### src/rtl/seg_xlate_pkg.sv
package seg_xlate_pkg;

    localparam int SEG_W      = 16;
    localparam int SEG_SHIFT  = 4;
    localparam int REAL_W     = SEG_W + SEG_SHIFT;
    localparam int REAL_OFF_W = 16;
    localparam int OFF_W      = 32;
    localparam int BASE_W     = 32;
    localparam int ADDR_W     = 32;
    localparam int LIM_W      = 20;
    localparam int GRAN_SHIFT = OFF_W - LIM_W;

    typedef enum logic {
        XM_REAL = 1'b0,
        XM_PROT = 1'b1
    } xlate_mode_e;

    typedef struct packed {
        logic [BASE_W-1:0] base;
        logic [LIM_W-1:0]  limit;
        logic              gran;
    } seg_desc_t;

    typedef struct packed {
        logic [ADDR_W-1:0] addr;
        logic              ok;
        logic              fault;
    } xlate_res_t;

    // Scale a descriptor limit to a byte-granular last-offset value.
    function automatic logic [OFF_W-1:0] expand_limit(
        input logic [LIM_W-1:0] limit,
        input logic             gran
    );
        logic [OFF_W-1:0] scaled;
        scaled = {limit, {GRAN_SHIFT{1'b1}}};
        return gran ? scaled : OFF_W'(limit);
    endfunction

endpackage

### src/rtl/real_addr_gen.sv
module real_addr_gen
    import seg_xlate_pkg::*;
#(
    parameter int P_SEG_W   = SEG_W,
    parameter int P_SHIFT   = SEG_SHIFT,
    parameter int P_OFF_W   = REAL_OFF_W,
    parameter int P_ADDR_W  = ADDR_W
) (
    input  logic [P_SEG_W-1:0]  seg,
    input  logic [P_OFF_W-1:0]  off_lo,
    output logic [P_ADDR_W-1:0] addr
);
    localparam int SUM_W = P_SEG_W + P_SHIFT;

    logic [SUM_W-1:0] base_scaled;
    logic [SUM_W-1:0] sum_wrapped;

    always_comb begin
        base_scaled = {seg, {P_SHIFT{1'b0}}};
        // carry out of the top bit is dropped: 1 MiB wrap
        sum_wrapped = base_scaled + SUM_W'(off_lo);
        addr        = P_ADDR_W'(sum_wrapped);
    end

endmodule

### src/rtl/prot_limit_check.sv
module prot_limit_check
    import seg_xlate_pkg::*;
(
    input  logic [LIM_W-1:0] limit,
    input  logic             gran,
    input  logic [OFF_W-1:0] off,
    output logic             over
);
    logic [OFF_W-1:0] last_ofs;

    always_comb begin
        last_ofs = expand_limit(limit, gran);
        over     = off > last_ofs;
    end

endmodule

### src/rtl/prot_addr_gen.sv
module prot_addr_gen
    import seg_xlate_pkg::*;
(
    input  logic [BASE_W-1:0] base,
    input  logic [OFF_W-1:0]  off,
    output logic [ADDR_W-1:0] addr
);
    // 32-bit wraparound sum
    assign addr = ADDR_W'(base + BASE_W'(off));

endmodule

### src/rtl/seg_xlate_unit.sv
module seg_xlate_unit
    import seg_xlate_pkg::*;
(
    input  logic                    clk,
    input  logic                    rst,
    input  logic                    req_valid,
    input  logic                    mode_prot,
    input  logic [SEG_W-1:0]        seg_val,
    input  logic [OFF_W-1:0]        offset,
    input  logic [BASE_W-1:0]       desc_base,
    input  logic [LIM_W-1:0]        desc_limit,
    input  logic                    desc_gran,
    output logic [ADDR_W-1:0]       addr_out,
    output logic                    addr_valid,
    output logic                    limit_fault
);
    xlate_mode_e       mode;
    seg_desc_t         desc;
    logic [ADDR_W-1:0] real_addr;
    logic [ADDR_W-1:0] prot_addr;
    logic              over_limit;
    xlate_res_t        res_next;
    xlate_res_t        res_q;

    assign mode = xlate_mode_e'(mode_prot);
    assign desc = '{base: desc_base, limit: desc_limit, gran: desc_gran};

    real_addr_gen u_real (
        .seg    (seg_val),
        .off_lo (offset[REAL_OFF_W-1:0]),
        .addr   (real_addr)
    );

    prot_limit_check u_lim (
        .limit (desc.limit),
        .gran  (desc.gran),
        .off   (offset),
        .over  (over_limit)
    );

    prot_addr_gen u_prot (
        .base (desc.base),
        .off  (offset),
        .addr (prot_addr)
    );

    always_comb begin
        res_next = '0;
        if (req_valid) begin
            unique case (mode)
                XM_REAL: begin
                    res_next.addr = real_addr;
                    res_next.ok   = 1'b1;
                end
                XM_PROT: begin
                    if (over_limit) begin
                        res_next.fault = 1'b1;
                    end else begin
                        res_next.addr = prot_addr;
                        res_next.ok   = 1'b1;
                    end
                end
                default: res_next = '0;
            endcase
        end
    end

    always_ff @(posedge clk) begin
        if (rst) begin
            res_q <= '0;
        end else begin
            res_q <= res_next;
        end
    end

    assign addr_out    = res_q.addr;
    assign addr_valid  = res_q.ok;
    assign limit_fault = res_q.fault;

    // valid and fault are exclusive
    p_excl_r8: assert property (@(posedge clk) disable iff (rst)
        !(addr_valid && limit_fault));

    // idle request leaves all outputs quiet
    p_idle_quiet_r8: assert property (@(posedge clk) disable iff (rst)
        !req_valid |=> (!addr_valid && !limit_fault && addr_out == '0));

    // 16-bit mode always yields a valid 20-bit address
    p_real_ok_r2: assert property (@(posedge clk) disable iff (rst)
        (req_valid && !mode_prot) |=>
            (addr_valid && !limit_fault && addr_out[ADDR_W-1:REAL_W] == '0));

    // offset within the unscaled limit is accepted in either granularity
    p_inlimit_r5: assert property (@(posedge clk) disable iff (rst)
        (req_valid && mode_prot && offset <= OFF_W'(desc_limit)) |=> addr_valid);

    // granular descriptor accepts any offset whose page index is within limit
    p_gran_page_r6: assert property (@(posedge clk) disable iff (rst)
        (req_valid && mode_prot && desc_gran &&
         offset[OFF_W-1:GRAN_SHIFT] <= desc_limit) |=> addr_valid);

    // a faulting result drives no address
    p_fault_addr_r7: assert property (@(posedge clk) disable iff (rst)
        limit_fault |-> (addr_out == '0));

endmodule

### config.mk
export PLATFORM = sky130hd
export DESIGN_NAME = seg_xlate_unit
export DESIGN_NICKNAME = d
export VERILOG_FILES = /design/src/rtl/seg_xlate_pkg.sv /design/src/rtl/real_addr_gen.sv /design/src/rtl/prot_limit_check.sv /design/src/rtl/prot_addr_gen.sv /design/src/rtl/seg_xlate_unit.sv
export SDC_FILE = /design/constraint.sdc
export NUM_CORES = 1
export LEC_CHECK = 0
export BUFFER_PORTS_ARGS = -buffer_cell sky130_fd_sc_hd__buf_2
export CORE_UTILIZATION = 40
export CTS_BUF_LIST = sky130_fd_sc_hd__clkbuf_8
export DETAILED_ROUTE_END_ITERATION = 10
export HOLD_SLACK_MARGIN = 0.02
export PLACE_DENSITY = 0.79
export SYNTH_ARGS = -nofsm -noshare
export SYNTH_HDL_FRONTEND = slang
export SYNTH_SLANG_ARGS = --single-unit
### constraint.sdc
create_clock -name clk -period 3.71 [get_ports clk]
set_input_delay 0.742 -clock clk [delete_from_list [all_inputs] [get_ports clk]]
set_output_delay 0.742 -clock clk [all_outputs]
set_load 0.01 [all_outputs]
==> results.txt <==
status = complete, no violations
total internal power = 775 uW
Synth Area in XOR/XNOR = 7.00%
Critical Path Fanout Max = 21
TritonCTS Buffers = 5
Synth Cell Area = 4010 sq um
GP Congestion = 0.931
CP max stage delay = 0.59 ns
#FFs+latches synth = 34
GRT Util Overall = 24.0%
chip height = 102 microns
Req. time, crit path = 3.95 ns
Synth Area in Adders = 24.4%
post-synthesis simple-gate area fraction = 19.1%
Starting DRT DRC Count = 159
Placed Cells = 770
drt drc = 0
fin crit share = 90.2%
final slew viol count = 0
sequential power share = 30.7%
post-CTS resize count = 0
width of the die = 102 microns
ranking of synthesized cells by area = ha_1 (23%), dfxtp_1 (17%), a21oi_1 (6.6%), xor2_1 (4.4%), nand2_1 (4.0%)
PwrDens = 257 nW/um^2
DR WL/cell = 15.6 microns
antenna violations before repair = 0
RSZ-0062 raised after global routing = no
Final Non-Filler Cells = 777
post-synthesis mux area share = 2.75%
Slew headroom = 66.1%
first-pass GRT wire length = 19.6 mm
Compound-Gate Fraction of Synth Area = 26.5%
Final Setup Violations = 0
total congestion overflow = 0
post-CTS setup buffer count = 0
CTS tree = done
Final HPWL DP = 10.3 mm
final setup TNS = 0 ns
# diodes = 0
Hold WC Path Type = input pin to register
Comb power frac = 48.3%
final hold vios = 0
post-cts hold buffer count = 0
CTS Root Cell = clkbuf_8
cell with the most instances after synthesis = ha_1
Max stage delay cell, worst path = or4_4
worst-margin pin slew = 0.505 ns
register area share after synthesis = 17.0%
maximum VDD drop = 0.000118 V
initial core utilization = 41.2%
CTS Sinks = 34
full die area = 10400 sq um
# IOs = 139
EDFF count, synth = 0
most used flip-flop cell after synthesis = dfxtp_1
area share of the largest cell type after synthesis = 23.4%
Routed WL = 12.1 mm
f_max = 299 MHz
Ys Warns = 0
core area = 9730 sq um
Switching Fraction = 38.8%
Net Switching = 490 uW
Port Buffers = 138
commonest cells in the netlist = ha_1 (75), a21oi_1 (53), nand2_1 (43), nor2_1 (43), dfxtp_1 (34)
clock share of power = 21.1%
crit path cell chain = buf_2 > mux2i_1 > ha_1 > nand4_2 > or4_4 > o31ai_2 > o22ai_1 > or3_1 > buf_4 > a2111o_1 > o21ai_1
Crit. End Element = register
clk slew on worst S/H paths = 0.07 ns
maxcap violations = 0
synthesized net count = 688
H-tree depth = 2
Area growth syn-to-layout = 23.0%
DR vias = 4405
fin nets = 826
main combinational cell family by area after synthesis = compound AO/OA/AOI/OAI gates
maximum buffer depth of the clock tree = 2
WS Path Type = input pin to register
Hold Path Stages = 2
Core Rows = 36
Avg Vias per Cell = 5.67
Startpoint Class = input pin
largest area contributor in the synthesized netlist = ha_1
Netlist cell types = 60
fillers = 962
syn_area_per_cell = 7.92 sq um
Leak Pwr = 0.00245 uW
fraction of layout cells with a size suffix above 1 = 25.2%
Syn Inst Count = 506
Worst Setup SP = desc_gran
vias in the first global route = 4283
largest net degree at the start of global routing = 22
Final ANT Viol Nets = 0
capture point of the critical path = addr_out[30]
post-layout min period = 3.35 ns
first-pass iteration count of the detailed router = 5
Core Util, Final = 50.7%
worst path arrival time = 3.58 ns
ys async rst share = 0%
## through the flow
step                      cell area, sq um  hold slack [ns]  total power (uW)  setup slack, ns
after floorplan                       4010            0.834               806           0.0303
after global placement                4850             1.01               981            0.144
after detailed placement              4850             1.00               998           0.0779
after CTS                             4930            0.688              1270            0.383
after global routing                  4930            0.733              1360            0.148
final                                 4930            0.701              1270            0.364
## layer usage
layer	routed length (microns)	GRT usage, %	part of all wire [%]	vias to the layer above
li1	-	-	-	2188
met1	5260	29.4	43	2028
met2	5760	41.3	48	167
met3	740	4.17	6.1	22
met4	362	9.89	3.0	0
met5	0	0	0	-
## logic make-up after synthesis
| kind of cell | Yosys count |
|---|---|
| AO/OA/AOI/OAI | 164 |
| AND/OR/NAND/NOR | 156 |
| adder cells (fa/ha/maj) | 77 |
| flip-flops | 34 |
| XOR/XNOR | 32 |
| buffers and inverters | 32 |
| multiplexers | 11 |
## layout by cell type, fill, tap and decap left out, types with 3 or more instances in the layout
cell / n
nor2_1: 43
o32ai_1: 4
o2111ai_1: 5
and3_1: 5
a21o_1: 13
o21ai_0: 25
a31oi_1: 5
nand3b_1: 3
inv_1: 20
buf_2: 138
or3_1: 4
nor2b_1: 4
xor2_1: 20
nand3_1: 12
nand4_1: 13
a21oi_1: 53
a211oi_1: 6
nand2b_1: 8
o31ai_1: 3
o21bai_1: 3
buf_4: 7
or2_2: 5
nor3_1: 6
xnor2_1: 12
o21a_1: 5
dfxtp_1: 34
o22ai_1: 13
nand2_1: 43
a31o_2: 3
mux2i_1: 11
clkbuf_8: 5
ha_1: 75
## worst min-delay path by stage
stage,start,endpoint,slack (ns)
5_1_grt,mode_prot,addr_valid,0.73
3_3_place_gp,offset[3],addr_out[3],1.01
3_5_place_dp,mode_prot,addr_valid,1.0
2_1_floorplan,mode_prot,addr_valid,0.83
6_report,mode_prot,addr_valid,0.70
4_1_cts,mode_prot,addr_valid,0.69
## worst max-delay path, delay by kind of cell
family	cells	cell delay [ns]
adder cells (fa/ha/maj)	1	0.35
AO/OA/AOI/OAI	4	0.70
multiplexers	1	0.13
AND/OR/NAND/NOR	3	1.13
buffers and inverters	2	0.53
## final cells by class
type                    instances  area, sq um  area share, %
flip-flops and latches         34          681           13.8
inverters                      18         67.6           1.37
well taps                     133          166           3.38
clock buffers                   5         68.8           1.40
clock inverters                 2         7.51          0.152
multi-input cells             440         3200           64.8
repair buffers                145          743           15.1
## sequential cells by signal, indices dropped and copies added, names as in the netlist
| register | count |
|---|---|
| addr_out | 32 |
| addr_valid | 1 |
| limit_fault | 1 |
## power groups by stage
stage	sequential (uW)	combinational [uW]	clock, uW
2_1_floorplan	408	399	0
3_3_place_gp	396	585	0
3_5_place_dp	397	601	0
4_1_cts	388	605	273
5_1_grt	389	685	283
6_report	388	611	266
(Power assumes the default switching activity.)
